<file path="src/rtl/cfs_pkg.sv">
package cfs_pkg;
  typedef enum logic [1:0] {ST_IDLE, ST_RD, ST_WT, ST_WR} cfs_state_e;

  typedef struct packed {
    logic       rel;
    logic       push;
    logic       pop;
    logic       swi;
    logic [1:0] tog;
  } cfs_mods_t;

  function automatic logic irq_after_toggle(input logic [1:0] tog, input logic cur);
    return tog[1] ? tog[0] : cur;
  endfunction
endpackage

</file>
<file path="src/rtl/cfs_rst_sync.sv">
module cfs_rst_sync (
  input  logic clk,
  input  logic arst_n,
  output logic srst_n
);
  logic meta_q;
  logic sync_q;

  always_ff @(posedge clk or negedge arst_n) begin
    if (!arst_n) begin
      meta_q <= 1'b0;
      sync_q <= 1'b0;
    end else begin
      meta_q <= 1'b1;
      sync_q <= meta_q;
    end
  end

  assign srst_n = sync_q;
endmodule

</file>
<file path="src/rtl/cfs_decode.sv">
module cfs_decode
  import cfs_pkg::*;
(
  input  logic [5:0] mods,
  input  logic       irq_en_cur,
  output logic       rel,
  output logic       push,
  output logic       pop,
  output logic       en_next,
  output logic       swi_take
);
  cfs_mods_t m;

  always_comb begin
    m        = cfs_mods_t'(mods);
    rel      = m.rel;
    push     = m.push;
    // toggle first, then interrupt test on the new enable
    en_next  = irq_after_toggle(m.tog, irq_en_cur);
    swi_take = m.swi & en_next;
    pop      = m.pop & ~swi_take;
  end
endmodule

</file>
<file path="src/rtl/cfs_target.sv">
module cfs_target #(
  parameter int W = 16
) (
  input  logic         rel,
  input  logic [W-1:0] base,
  input  logic [W-1:0] val,
  output logic [W-1:0] tgt
);
  always_comb begin
    tgt = rel ? (base + val) : val;
  end
endmodule

</file>
<file path="src/rtl/cfs_seq.sv">
module cfs_seq
  import cfs_pkg::*;
#(
  parameter int W      = 16,
  parameter int STEP   = 2,
  parameter int VEC    = 0,
  parameter int SP_RST = 16'hFF00
) (
  input  logic         clk,
  input  logic         rst_n,
  input  logic         instr_valid,
  input  logic         instr_cf,
  input  logic         exec_en,
  input  logic [5:0]   cf_mods,
  input  logic [W-1:0] opnd,
  input  logic         hw_irq,
  input  logic [W-1:0] mem_rdata,
  output logic         instr_ready,
  output logic [W-1:0] pc,
  output logic [W-1:0] sp,
  output logic         irq_en,
  output logic         mem_rd,
  output logic         mem_wr,
  output logic [W-1:0] mem_addr,
  output logic [W-1:0] mem_wdata
);
  localparam logic [W-1:0] STEP_W = W'(STEP);
  localparam logic [W-1:0] VEC_W  = W'(VEC);
  localparam logic [W-1:0] SP0_W  = W'(SP_RST);
  localparam logic [W-1:0] ONE_W  = W'(1);

  logic srst_n;

  cfs_state_e st_q, st_n;
  logic [W-1:0] pc_q, pc_n, sp_q, sp_n, ret_q, ret_n, tgt_q, tgt_n;
  logic         en_q, en_n, rel_q, rel_n, push_q, push_n;
  logic         lat_en;
  logic         st_idle;
  logic         take_hw;

  logic         d_rel, d_push, d_pop, d_en, d_swi;
  logic         t_rel;
  logic [W-1:0] t_val, t_tgt;

  cfs_rst_sync u_rst (
    .clk    (clk),
    .arst_n (rst_n),
    .srst_n (srst_n)
  );

  cfs_decode u_dec (
    .mods       (cf_mods),
    .irq_en_cur (en_q),
    .rel        (d_rel),
    .push       (d_push),
    .pop        (d_pop),
    .en_next    (d_en),
    .swi_take   (d_swi)
  );

  cfs_target #(.W(W)) u_tgt (
    .rel  (t_rel),
    .base (pc_q),
    .val  (t_val),
    .tgt  (t_tgt)
  );

  assign st_idle = (st_q == ST_IDLE);
  assign take_hw = en_q & hw_irq;
  assign t_rel   = (st_q == ST_WT) ? rel_q : d_rel;
  assign t_val   = (st_q == ST_WT) ? mem_rdata : opnd;

  always_comb begin
    st_n   = st_q;
    pc_n   = pc_q;
    sp_n   = sp_q;
    en_n   = en_q;
    ret_n  = ret_q;
    tgt_n  = tgt_q;
    rel_n  = rel_q;
    push_n = push_q;
    lat_en = 1'b0;
    unique case (st_q)
      ST_IDLE: begin
        if (take_hw) begin
          lat_en = 1'b1;
          ret_n  = pc_q;
          tgt_n  = VEC_W;
          en_n   = 1'b0;
          st_n   = ST_WR;
        end else if (instr_valid) begin
          if (!instr_cf || !exec_en) begin
            pc_n = pc_q + STEP_W;
          end else begin
            lat_en = 1'b1;
            en_n   = d_en;
            ret_n  = pc_q + STEP_W;
            rel_n  = d_rel;
            push_n = d_push;
            if (d_swi) begin
              tgt_n = VEC_W;
              if (d_push) st_n = ST_WR;
              else        pc_n = VEC_W;
            end else if (d_pop) begin
              st_n = ST_RD;
            end else if (d_push) begin
              tgt_n = t_tgt;
              st_n  = ST_WR;
            end else begin
              pc_n = t_tgt;
            end
          end
        end
      end
      ST_RD: st_n = ST_WT;
      ST_WT: begin
        sp_n = sp_q + ONE_W;
        if (push_q) begin
          lat_en = 1'b1;
          tgt_n  = t_tgt;
          st_n   = ST_WR;
        end else begin
          pc_n = t_tgt;
          st_n = ST_IDLE;
        end
      end
      ST_WR: begin
        sp_n = sp_q - ONE_W;
        pc_n = tgt_q;
        st_n = ST_IDLE;
      end
      default: st_n = ST_IDLE;
    endcase
  end

  always_ff @(posedge clk or negedge srst_n) begin
    if (!srst_n) begin
      st_q <= ST_IDLE;
      pc_q <= '0;
      sp_q <= SP0_W;
      en_q <= 1'b0;
    end else begin
      st_q <= st_n;
      pc_q <= pc_n;
      sp_q <= sp_n;
      en_q <= en_n;
    end
  end

  always_ff @(posedge clk or negedge srst_n) begin
    if (!srst_n) begin
      ret_q  <= '0;
      tgt_q  <= '0;
      rel_q  <= 1'b0;
      push_q <= 1'b0;
    end else if (lat_en) begin
      ret_q  <= ret_n;
      tgt_q  <= tgt_n;
      rel_q  <= rel_n;
      push_q <= push_n;
    end
  end

  assign instr_ready = st_idle & ~take_hw;
  assign pc          = pc_q;
  assign sp          = sp_q;
  assign irq_en      = en_q;
  assign mem_rd      = (st_q == ST_RD);
  assign mem_wr      = (st_q == ST_WR);
  assign mem_addr    = (st_q == ST_WR) ? (sp_q - ONE_W) : sp_q;
  assign mem_wdata   = ret_q;
endmodule

</file>
<file path="config.mk">
export PLATFORM = sky130hd
export DESIGN_NAME = cfs_seq
export DESIGN_NICKNAME = d
export VERILOG_FILES = /design/src/rtl/cfs_pkg.sv /design/src/rtl/cfs_rst_sync.sv /design/src/rtl/cfs_decode.sv /design/src/rtl/cfs_target.sv /design/src/rtl/cfs_seq.sv
export SDC_FILE = /design/constraint.sdc
export NUM_CORES = 1
export LEC_CHECK = 0
export ABC_CLOCK_PERIOD_IN_PS = 2090
export BUFFER_PORTS_ARGS = -buffer_cell sky130_fd_sc_hd__clkbuf_2
export CORE_ASPECT_RATIO = 1.1
export CORE_MARGIN = 4
export CORE_UTILIZATION = 50
export DETAILED_ROUTE_END_ITERATION = 10
export GPL_TIMING_DRIVEN = 0
export PLACE_DENSITY = 0.77
export SLEW_MARGIN = 10
export SYNTH_ARGS = -nofsm -noshare
export SYNTH_HDL_FRONTEND = slang
export SYNTH_SLANG_ARGS = --single-unit
</file>
<file path="constraint.sdc">
create_clock -name clk -period 2.09 [get_ports clk]
set_clock_uncertainty 0.1 [all_clocks]
set_input_delay 0.418 -clock clk [delete_from_list [all_inputs] [get_ports clk]]
set_output_delay 0.418 -clock clk [all_outputs]
set_load 0.05 [all_outputs]
</file>
* After elaboration in Yosys (flattened, before gate mapping)
Cells that the tools add are included.
** Word-level totals
- Register bits :: 71
- Input bits :: 44
- Output and inout port bits :: 68
- Word-level logic and storage cells :: 92
** Operators by class
- Add/subtract/negate cells :: 4
- Equality and inequality tests :: 15
- Multiplexer cells :: 42
- Bitwise operators :: 7
- Reduce and logical (&&, ||, !) cells :: 14
** Operators with widths (count)
- $mux 16 :: 21
- $pmux 16 s2 :: 2
- $pmux 16 s3 :: 1
- $add 16x1->16 const B :: 1
- $add 16x16->16 :: 1
- $add 16x2->16 const B :: 1
- $sub 16x1->16 const B :: 1
- $mux 2 :: 7
- $reduce_and 7->1 :: 2
- $ne 4x2->1 const B :: 3
- $ne 2x2->1 const B :: 5
- $mux 1 :: 9
- $ne 4x3->1 const B :: 2
- $pmux 2 s4 :: 1
- $reduce_bool 2->1 :: 3
- $reduce_and 5->1 :: 1
- $and 1x1->1 :: 4
- $eq 2x2->1 const B :: 2
- $reduce_and 4->1 :: 1
- $ne 3x2->1 const B :: 1
- $ne 3x3->1 const B :: 1
- $not 1->1 :: 3
- $reduce_and 3->1 :: 1
- $reduce_bool 3->1 :: 1
- 6 further kinds :: 7

* Logic depth before layout (Yosys ltp)
Gate-level depths: netlist (run 1).
- Depth in word-level cells :: 11
- Mapped depth :: 14
- Depth with buffers taken out :: 12

* Cells and area by module
A second synthesis (run 1) with hierarchy kept.
** Unflattened totals
- Cell total of the unflattened synthesis :: 683
- Area total of the unflattened synthesis :: 5559.1 µm²
** By module, submodules not included
- cfs_seq :: instances 1, cells each 542, area each 4469.3 µm², sequential area each 1736.7 µm²
- cfs_target :: instances 1, cells each 133, area each 985.9 µm², sequential area each 0.0 µm²
- cfs_rst_sync :: instances 1, cells each 3, area each 53.8 µm², sequential area each 50.0 µm²
- cfs_decode :: instances 1, cells each 5, area each 50.0 µm², sequential area each 0.0 µm²

* Worst setup path before layout (run 1)
Ideal clock, no wire load.
- Kind :: flip-flop to flip-flop
- Start point :: register st_q[1]
- End point :: register tgt_q[15]
- Library setup time :: 122 ps
- Data arrival time :: 3153 ps
- Required time :: 1868 ps
- Slack :: -1285 ps
- Cell stages (with the launch flop) :: 13
- Path buffers :: 3
- Clock period less this slack :: 3375 ps
- Cells stage by stage :: dfrtp_1 -> buf_4 -> nand2b_2 -> buf_6 -> buf_2 -> mux2_2 -> ha_1 -> and3_2 -> a2111oi_2 -> a211oi_1 -> or3_1 -> a21o_1 -> a32o_1
** On the way
- Cells in the longest elaborated chain, start to end :: 11
- Elaborated cells between the ends (all ways) :: 22
- Classes of those cells :: 1 x add/sub; 6 x eq/ne; 12 x mux; 3 x reduce/logical
** Ends and longest elaborated chain
- from (decl) :: line cfs_seq.sv:34 : cfs_state_e st_q, st_n;
- from (signal assigned) :: line cfs_seq.sv:143 : st_q <= st_n;
- $eq 2x2->1 :: line cfs_seq.sv:70, cfs_seq.sv:71, cfs_seq.sv:83
- $mux 16 :: line cfs_seq.sv:71 : assign t_val = (st_q == ST_WT) ? mem_rdata : opnd;
- $add 16x16->16 :: line cfs_target.sv:10 : tgt = rel ? (base + val) : val;
- $mux 16 :: line cfs_target.sv:10
- $mux 16 :: line cfs_seq.sv:106 : end else if (d_push) begin
- $mux 16 :: line cfs_seq.sv:104 : end else if (d_pop) begin
- $mux 16 :: line cfs_seq.sv:100 : if (d_swi) begin
- $mux 16 :: line cfs_seq.sv:92 : if (!instr_cf || !exec_en) begin
- $mux 16 :: line cfs_seq.sv:91 : end else if (instr_valid) begin
- $mux 16 :: line cfs_seq.sv:85 : if (take_hw) begin
- $pmux 16 s2 :: line cfs_seq.sv:83 : unique case (st_q)
- to (signal assigned) :: line cfs_seq.sv:158 : tgt_q <= tgt_n;
- to (decl) :: line cfs_seq.sv:35 : logic [W-1:0] pc_q, pc_n, sp_q, sp_n, ret_q, ret_n, tgt_q, tgt_n;
Several ways; a longest one is shown, not always the timed one. The select of a mux whose other input is x is not followed.
A chain may end at the register's enable or synchronous reset.

* Worst setup path after layout (run 1)
- Start point :: register st_q[0]
- End point :: register tgt_q[10]
The elaborated chain is that of the path after synthesis.

==> results of run 1 <==
sequential cells by signal (all words and copies together) (netlist names):
| signal | flops |
|---|---|
| pc | 16 |
| rel_q | 1 |
| irq_en | 1 |
| st_q | 2 |
| sp | 16 |
| tgt_q | 16 |
| u_rst.meta_q | 1 |
| u_rst.srst_n | 1 |
| mem_wdata | 16 |
| push_q | 1 |
cells in the final DEF, fill, tap and decap left out, drive strengths merged, types with 8 or more instances in the layout:
| cell type | Yosys | layout |
|---|---|---|
| xnor2 | 42 | 42 |
| inv | 12 | 11 |
| clkbuf | 19 | 119 |
| and3 | 8 | 8 |
| mux2 | 19 | 19 |
| o21ai | 41 | 41 |
| a21oi | 39 | 39 |
| a31oi | 9 | 9 |
| ha | 24 | 24 |
| nand2b | 13 | 13 |
| buf | 17 | 133 |
| nor2 | 55 | 55 |
| dfstp | 8 | 8 |
| a211oi | 8 | 8 |
| xor2 | 22 | 22 |
| nand3 | 23 | 23 |
| mux2i | 11 | 11 |
| dfrtp | 63 | 63 |
| nand2 | 65 | 65 |
cell usage after synthesis, types with 3 or more instances:
library cell | instances | area (um^2)
dfstp_2 | 8 | 210.2
o31ai_1 | 6 | 45.04
a21o_1 | 6 | 45.04
mux2i_1 | 11 | 110.1
a21oi_1 | 38 | 190.2
nor2_1 | 55 | 206.5
a22oi_1 | 4 | 30.03
xor2_1 | 22 | 192.7
nor2b_1 | 5 | 31.28
xnor2_1 | 42 | 367.9
nand4_1 | 6 | 37.54
and2_1 | 4 | 25.02
a32o_1 | 6 | 60.06
and3_1 | 7 | 43.79
inv_1 | 12 | 45.04
nand2_1 | 64 | 240.2
buf_6 | 3 | 33.78
o21ai_0 | 41 | 205.2
a211oi_1 | 8 | 60.06
a31oi_1 | 9 | 56.30
a221oi_1 | 7 | 61.31
o21a_1 | 7 | 52.55
o211ai_1 | 5 | 37.54
ha_1 | 24 | 300.3
a222oi_1 | 3 | 30.03
nor3_1 | 7 | 35.03
buf_2 | 10 | 50.05
clkbuf_1 | 18 | 67.56
mux2_2 | 19 | 214.0
nand2b_1 | 12 | 75.07
dfrtp_1 | 63 | 1577
nand3_1 | 23 | 115.1
a22o_1 | 4 | 35.03
and4_1 | 3 | 26.28
worst max-delay path, stage by stage (launching register included):
cell and delay [ns]:
dfrtp_1 0.41, nand2b_4 0.19, buf_12 0.15, buf_12 0.14
mux2i_4 0.19, buf_6 0.13, fa_2 0.42, nor2b_4 0.15
o31ai_2 0.07, buf_4 0.17, a21oi_4 0.21, a31oi_1 0.17
xnor2_1 0.26, buf_4 0.15, o21ai_1 0.05, o21ai_1 0.12
per-layer routing:
metal	share of wire (%)	GRT usage, %
met5	0	0
met4	6.6	15.11
met3	8.2	3.088
met2	50	54.17
met1	35	34.28
what timing repair did:
action / CTS / global route
buffers inserted: 63 / 44
setup endpoints to repair: 68 / 73
hold endpoints to repair: 2 / 0
gates resized for setup: 151 / 113
pin swaps: 51 / 61
gates cloned: 1 / 1
hold buffers: 1 / 0
cell families (layout without fill, tap and decap cells):
group           Yosys count  count (layout)  share of synthesized area [%]
flops                    71              71                          34.11
compound gates          159             159                          20.43
fa+ha+maj                25              25                          6.116
other cells               1               1                        0.07160
simple gates            200             200                          18.11
mux                      30              30                          6.187
xor+xnor                 64              64                          10.70
buf+inv                  48             268                          4.276
stage by stage:
stage                     TNS [ns]  setup WS [ns]
after floorplan             -19.17        -0.7886
after global placement      -34.26         -1.169
after detailed placement    -37.83         -1.285
after CTS                   -25.99        -0.8916
after global routing        -37.91         -1.136
final                       -34.39         -1.060
area by class of cell:
type | count | area, um^2 | share of cell area, %
Buffer | 25 | 262.8 | 3.009
Clock buffer | 13 | 168.9 | 1.934
Clock inverter | 3 | 40.04 | 0.4585
Inverter | 12 | 58.81 | 0.6734
Multi-Input combinational cell | 479 | 4459 | 51.07
Sequential cell | 71 | 1813 | 20.76
Tap cell | 140 | 175.2 | 2.006
Timing Repair Buffer | 215 | 1754 | 20.09
worst min path at each step:
| stage | from | end | slack, ns | cells past startpoint |
|---|---|---|---|---|
| detailed placement | rst_n | u_rst.meta_q$_DFF_PN0_ | 0.11 | 1 |
| CTS | u_rst.srst_n$_DFF_PN0_ | rel_q$_DFFE_PN0P_ | 0.20 | 0 |
| global placement | rst_n | u_rst.meta_q$_DFF_PN0_ | 0.10 | 1 |
| global route | cf_mods[0] | irq_en$_DFFE_PN0P_ | 0.22 | 2 |
| floorplan | rst_n | u_rst.meta_q$_DFF_PN0_ | 0.02 | 0 |
| finish | u_rst.srst_n$_DFF_PN0_ | rel_q$_DFFE_PN0P_ | 0.19 | 0 |
==> impl_results.md, run 1 <==
* Syn avg cell area at 8.758 um^2
* Fin cells at 958
* Crit Path Category: flop to flop
* Crit path time final at about 3.1 ns
* Port Buffers at between 100 and 150
* Post-route setup slack at -1.060 ns
* Fillers at around 470
* Area after DPL at ~6700 um^2
* Avg WL per Cell at 22.27 um
* Starting Density at 52.21%
* GRT Util Overall at 29.53%
* Grt ovf at 0
* Layout cells sized above 1 at a little over half
* Initial antenna violation count at 0
* Register-to-Register Setup Slack at -1.06 ns
* Dpl cells at 850
* Width of the chip at 105.6 um
* Nets@finish at 882
* Vias/cell at ~6.3
* Slew Limit Fails at 0
* Cell count after synthesis at approximately 600
* Synthesized cell area at around 5200 um^2
* Bufs on Longest Clock Path at 2
* CTS tree: built
* Final Util at between 80% and 90%
* Core area at ~10000 um^2
* Initial DRC Count at 707
* Num rows at 38
* Status: finished, violations left
* Class of the worst hold path: flop to async pin
* Maximum clock rate at approximately 320 MHz
* H-tree lvl count at 3
* Area Overhead vs Synth at 66.72%
* Num CTS Buffers at 9
* CP Data Arrival Time at about 3.4 ns
* Clk root buf: clkbuf_8
* I/O pins at about 110
* Depth of the most critical reg-to-reg path at 15
* Seq/Total Area, Yosys at roughly a third
* Die area at 12180 um^2
* CP Capture Type: flop
* Yosys reg bits at between 70 and 80
* Slew margin rel. at around half
* Post-synth EDFFs at 0
* Crit-path max FO at 6
* Hold slack at 0.1863 ns
* Critical Path Source Type: flop
* Primary FF master, synth: dfrtp_1
* Worst Setup EP: tgt_q[10]$_DFFE_PN0P_
* Worst EP required at 2.29 ns
* FF-to-FF End: tgt_q[10]$_DFFE_PN0P_
* Mapped Nets at 667
* DP HPWL at around 11 mm
* Final Cell Area at approximately 8700 um^2
* Vias in the first global route at 5670
* Reg clk slew, reported paths at about 0.08 ns
* First-pass GRT wire length at between 20 and 30 mm
* Hold Fails Final Rpt at 0
* RSZ-0062 raised after global routing: yes
* Failing checks: setup timing
* Crit. Startpoint: st_q[0]$_DFFE_PN0P_
* Routability cong. at roughly 0.87
* # setup viols final at between 50 and 60
* Clock tree sinks at between 70 and 80
* Skew-Pair Late Insertion Delay at between 0.3 and 0.4 ns
* DRC Markers at 0
* Vias post-DR at around 6000
* Origin of the critical flop-to-flop path: st_q[0]$_DFFE_PN0P_
* Total of max-cap violations at 0
* Antenna diodes at 0
* Pre-Repair DR Iteration Count at 6
* Ys async rst share at 100.0%
* Largest net degree at the start of global routing at 37
* Actual slew at the worst max-slew pin at ~0.76 ns
* Total Wirelength at roughly 21 mm
* Distinct cells, synth at 63
* ANT nets after route at 0
* Die span in y at 115.3 um
* Final worst path period share at 150.7%
* Synth warn at 0
Power of run 1 is left out: the tool's default activity adds up to more than one toggle a clock period on the data nets, which glitch-free logic cannot reach.
==> run 2: changes to the inputs <==
- CORE_UTILIZATION: 50 -> 51
- HOLD_SLACK_MARGIN: unset -> 0.03
- PLACE_DENSITY: 0.77 -> 0.78
- SYNTH_HIERARCHICAL: unset -> 1
==> run 2 against run 1 <==
Against the previous run:
- the run ends with DRC, setup timing left
- register-to-register slack worse by 0.63 ns
- wire length is 40% higher
- critical path depth is 1 higher
- first-iteration DRC count is 76% higher
- sequential share of layout area is 1.4 points lower
- non-clock buffer count is 33 higher
- critical endpoint is now pc[9]$_DFFE_PN0P_
==> impl_results.md, run 2 <==
* Critical Path Source Type: flop
* Reg clk slew, reported paths at around 0.070 ns
* DRC Markers at 9
* # setup viols final at 71
* Class of the worst hold path: flop to async pin
* Ys async rst share at 100.0%
* Synthesized cell area at roughly 5600 um^2
* ANT nets after route at 0
* First-pass GRT wire length at 32.69 mm
* Post-route setup TNS at -42.97 ns
* Post-synth top area share at around 28%
* H-tree lvl count at 3
* Die span in y at around 120 um
* Num CTS Buffers at 9
* CP Data Arrival Time at between 3 and 4 ns
* CP Capture Type: flop
* Top-count cell post-synth: nand2_1
* DP HPWL at 13.09 mm
* Primary FF master, synth: dfrtp_1
* Most common cell after layout, fill and taps aside: clkbuf_2
* Port Buffers at approximately 110
* I/O pins at 112
* Final worst path period share at 181.0%
* Core area at 10540 um^2
* Crit path time final at between 3 and 4 ns
* Routability cong. at approximately 0.9
* Skew-Pair Late Insertion Delay at 0.35 ns
* Num rows at 39
* Actual slew at the worst max-slew pin at between 0.8 and 0.9 ns
* Synth top area cells: dfrtp_1 (28%), nand2_1 (9.0%), ha_1 (4.5%)
* Post-synth EDFFs at 0
* Crit path buffers/inverters at 3
* Slew margin rel. at a little over two fifths
* Clk root buf: clkbuf_16
* Critical path's largest stage delay at 0.45 ns
* Vias post-DR at about 7500
* Slowest cell on the critical path: dfrtp_2
* Distinct cells, synth at slightly below 80
* Bufs on Longest Clock Path at 2
* Synth warn at 6
* Most Frequent Cell on Critical Path: nand2_1
* Vias/cell at between 7 and 8
* Cell count after synthesis at 683
* Crit-path max FO at 7
* Avg WL per Cell at ~28 um
* Hold Fails Final Rpt at 0
* Nets@finish at between 900 and 1000
* Layout cells sized above 1 at between 50 and 60%
* Maximum clock rate at 264.4 MHz
* CTS tree: built
* Top cells by count, synth: nand2_1 (133), dfrtp_1 (63), nor2_1 (49), o21ai_0 (48), a21oi_1 (45)
* Initial DRC Count at 1241
* Pre-Repair DR Iteration Count at 11
* Fillers at 431
* Yosys reg bits at 71
* Worst EP required at roughly 2.2 ns
* Crit Path Category: flop to flop
* Largest net degree at the start of global routing at 54
* Total Wirelength at between 20 and 30 mm
* Mapped Nets at approximately 750
* Antenna diodes at 0
* Most frequent cells in the layout: clkbuf_2 (95), buf_4 (92), nand2_1 (90)
* Failing checks: DRC, setup timing
* Cell taking the most area after synthesis: dfrtp_1
* Vias in the first global route at between 6000 and 7000
* Crit-path leading delay family: compound AO/OA/AOI/OAI gates
* Crit-path cells: nor2b_4 -> buf_6 -> buf_8 -> nand2_1 -> nand2_1 -> ha_4 -> o21a_4 -> a21o_1 -> a21o_1 -> buf_6 -> mux2i_1 -> nand2_1 -> mux2_4 -> a22oi_2 -> o31a_1 -> o21ai_2
* Area Overhead vs Synth at 67.86%
* Total of max-cap violations at 0
* Initial antenna violation count at 0
* GRT Util Overall at between 30 and 40%
* Die area at about 13000 um^2
* Grt ovf at 0
* RSZ-0062 raised after global routing: yes
* Starting Density at a little over half
* Slew Limit Fails at 0
* Post-route setup slack at -1.692 ns
* Hold slack at around 0.11 ns
* Width of the chip at around 110 um
* Syn avg cell area at between 8 and 9 um^2
* Status: finished, violations left
* Seq/Total Area, Yosys at between 30 and 40%
* Clock tree sinks at just over 70
-- run 2: cell types whose count changed in the layout (fill, tap and decap cells not counted), sizes merged, moves of 7 or more --
cell,delta
nand2,+69
buf,+33
o21ai,+16
xnor2,-15
xor2,-12
nor3,+11
a21oi,+9
o22ai,+9
mux2i,-8
o2bb2ai,+7
-- run 2: cell type report --
class,instances,area (um^2),area share [%]
Timing Repair Buffer,234,1881,20.15
Clock inverter,6,67.56,0.7241
Tap cell,143,178.9,1.917
Multi-Input combinational cell,549,4750,50.90
Clock buffer,10,239.0,2.561
Buffer,39,352.8,3.781
Inverter,12,56.30,0.6034
Sequential cell,71,1807,19.36
-- run 2: stage by stage --
step,setup WS [ns],instance area (um^2),std cells,utilization (%)
floorplan,-1.054,6132,683,-
CTS,-1.250,8369,1021,79.40
finish,-1.692,9331,1064,88.53
global route,-1.706,9331,1064,88.53
global placement,-1.578,6857,935,65.05
detailed placement,-1.645,6887,936,65.34
-- run 2: repair_timing --
| item | CTS | global route |
|---|---|---|
| endpoints found under the hold margin | 2 | 0 |
| gates cloned | 2 | 1 |
| resized for setup | 158 | 168 |
| buffers inserted | 75 | 50 |
| hold buffers | 1 | 0 |
| pin swaps | 70 | 83 |
| endpoints found under the setup margin | 55 | 69 |
-- run 2: worst paths after layout --
path,startpoint,end,slack [ns],cells past startpoint
worst max-delay path,st_q[0]$_DFFE_PN0N_,pc[9]$_DFFE_PN0P_,-1.69,16
worst min-delay path,u_rst/srst_n$_DFF_PN0_,sp[4]$_DFFE_PN0P_,0.11,0
worst max register to register,st_q[0]$_DFFE_PN0N_,pc[9]$_DFFE_PN0P_,-1.69,16
worst min register to register,u_rst/srst_n$_DFF_PN0_,sp[4]$_DFFE_PN0P_,0.11,0
max in group asynchronous,u_rst/srst_n$_DFF_PN0_,pc[1]$_DFFE_PN0P_,1.21,1
min in group clk,cf_mods[5],rel_q$_DFFE_PN0P_,0.24,2
-- run 2: kinds of logic (layout without fill, tap and decap cells) --
| kind of cell | count (synthesis) | count (layout) | share of synthesized area [%] |
|---|---|---|---|
| buf+inv | 63 | 301 | 5.942 |
| fa+ha+maj | 21 | 21 | 4.862 |
| simple gates | 279 | 279 | 24.02 |
| mux | 20 | 20 | 4.119 |
| xor+xnor | 37 | 37 | 5.964 |
| flops | 71 | 71 | 32.14 |
| other cells | 1 | 1 | 0.06746 |
| compound gates | 191 | 191 | 22.89 |
-- run 2: layer usage --
metal  track usage [%]  up-vias  part of all wire, %  wire [um]
met5                 0        -                 0.13         39
met4             17.05        2                   11       3368
met3             5.266      325                   12       3663
met2             57.39      814                   45      13300
met1             36.55     3440                   32       9403
li1                  -     2901                    -          -
Power of run 2 is left out for the same reason.
==> run 3: changes to the inputs <==
- ABC_CLOCK_PERIOD_IN_PS: 2090 -> 4300
- CORE_UTILIZATION: 51 -> 56
- PLACE_DENSITY: 0.78 -> 0.81
- clock period: 2.09 -> 4.3 ns (I/O delays scaled with it)
==> run 3 against run 2 <==
Against the previous run:
- the flow now finishes without violations
- design area down 31%
- sequential share of layout area up 8.3 points
- worst setup slack improved by 2.0 ns
- global-route usage decreased by 4.6 points
- flip-flop and latch count unchanged
- non-clock buffer count down 113
- wire length down 46%
- largest cell class unchanged
- first-iteration DRC count shrank 48%
- die area is 8.3% lower
- highest routed layer is now met4
==> impl_results.md, run 3 (synthesis gave the netlist of run 2 again) <==
* Status: completed
* Grt ovf at 0
* Register-to-Register Setup Slack at roughly 0.27 ns
* Vias post-DR at between 5000 and 6000
* Hold Fails Final Rpt at 0
* Skew-Pair Late Insertion Delay at 0.36 ns
* DRC Markers at 0
* Critical Path Source Type: flop
* DP HPWL at around 12 mm
* CP Data Arrival Time at between 4 and 5 ns
* Width of the chip at roughly 100 um
* RSZ-0062 raised after global routing: no
* Num CTS Buffers at 9
* GRT Util Overall at 27.78%
* Initial antenna violation count at 0
* Total Wirelength at approximately 16 mm
* Clk root buf: clkbuf_8
* Starting Density at 58.29%
* Most frequent cells in the layout: nand2_1 (133), clkbuf_2 (112), dfrtp_1 (62)
* Routability cong. at between 0.9 and 1
* Core area at around 9500 um^2
* Num rows at 37
* Port Buffers at between 100 and 150
* Vias/cell at 6.106
* I/O pins at 112
* Bufs on Longest Clock Path at 2
* CP Capture Type: flop
* Nets@finish at 868
* Total of max-cap violations at 0
* FF-to-FF End: pc[15]$_DFFE_PN0P_
* Slew margin rel. at approximately 50%
* Origin of the critical flop-to-flop path: st_q[1]$_DFFE_PN0N_
* Die span in y at roughly 110 um
* Actual slew at the worst max-slew pin at around 0.75 ns
* H-tree lvl count at 3
* Area Overhead vs Synth at 16.23%
* Clock tree sinks at just over 70
* Reg clk slew, reported paths at around 0.080 ns
* Fin cells at approximately 930
* Post-route setup TNS at 0 ns
* # setup viols final at 0
* Crit path time final at between 4 and 5 ns
* Initial DRC Count at 643
* Post-CTS setup buffer count at 0
* Worst EP required at about 4.5 ns
* Depth of the most critical reg-to-reg path at 17
* Largest net degree at the start of global routing at 46
* Crit Path Category: flop to flop
* Final worst path period share at 93.62%
* Slowest cell on the critical path: dfrtp_1
* Vias in the first global route at roughly 5200
* Dpl cells at 910
* ANT nets after route at 0
* Crit-path cells: nor2b_1 -> buf_2 -> buf_1 -> nand2_1 -> nand2_1 -> ha_1 -> buf_2 -> a21o_1 -> a21o_1 -> a21oi_1 -> nand4_1 -> nor3b_2 -> xor2_1 -> mux2_2 -> a22oi_1 -> o31ai_1 -> a22o_1
* Pre-Repair DR Iteration Count at 5
* Layout cells sized above 1 at a little over a quarter
* CTS tree: built
* Avg WL per Cell at approximately 17 um
* Slew Limit Fails at 0
* Cts hold-fix bufs at 0
* Die area at roughly 12000 um^2
* Most common cell after layout, fill and taps aside: nand2_1
* Maximum clock rate at 248.4 MHz
* First-pass GRT wire length at around 26 mm
* Antenna diodes at 0
* Crit-path max FO at 10
* Class of the worst hold path: flop to async pin
* Post-CTS resize count at 0
* Critical path's largest stage delay at roughly 0.52 ns
[run 3: cell type report]
cell class / instances / area, um^2
multi-input cells: 549 / 3442
clock buffers: 12 / 145.1
repair buffers: 110 / 565.5
fillers: 836 / 3075
inverters: 12 / 45.04
flip-flops and latches: 71 / 1790
clock inverters: 4 / 45.04
plain buffers: 50 / 281.5
well taps: 117 / 146.4
[run 3: worst max-delay path by stage]
| stage | slack [ns] | cells after the start | endpoint | start |
|---|---|---|---|---|
| after floorplan | 0.89 | 18 | pc[15]$_DFFE_PN0P_ | st_q[1]$_DFFE_PN0N_ |
| after global placement | 0.25 | 18 | pc[15]$_DFFE_PN0P_ | st_q[1]$_DFFE_PN0N_ |
| after detailed placement | 0.19 | 18 | pc[15]$_DFFE_PN0P_ | st_q[1]$_DFFE_PN0N_ |
| after CTS | 0.17 | 18 | pc[15]$_DFFE_PN0P_ | st_q[1]$_DFFE_PN0N_ |
| after global routing | 0.05 | 17 | pc[15]$_DFFE_PN0P_ | st_q[1]$_DFFE_PN0N_ |
| final | 0.27 | 17 | pc[15]$_DFFE_PN0P_ | st_q[1]$_DFFE_PN0N_ |
[run 3: metrics by stage]
step                      worst slack, ns  util (%)  hold WS (ns)  instance area (um^2)
after floorplan                    0.8942         -        0.2312                  5559
after global placement             0.2533     65.55        0.2380                  6251
after detailed placement           0.1870     65.80        0.1463                  6275
after CTS                          0.1715     67.79        0.1538                  6465
after global routing              0.05121     67.75        0.1641                  6461
final                              0.2744     67.75        0.1330                  6461
[run 3: routing by layer]
metal / global-route usage, % / vias to the layer above / part of all wire, %
li1: - / 2669 / -
met1: 39.64 / 2669 / 43
met2: 44.03 / 282 / 47
met3: 3.915 / 28 / 8.4
met4: 7.340 / 0 / 1.7
met5: 0 / - / 0
[run 3: worst max-delay path: cells and delay by family (launching register included)]
family                   cells  cell delay (ns)
AO/OA/AOI/OAI                6             1.19
adder cells (fa/ha/maj)      1             0.22
multiplexers                 1             0.28
XOR/XNOR                     1             0.18
AND/OR/NAND/NOR              5             0.65
flip-flops                   1             0.52
buffers and inverters        3             0.77
Power of run 3 is left out for the same reason.
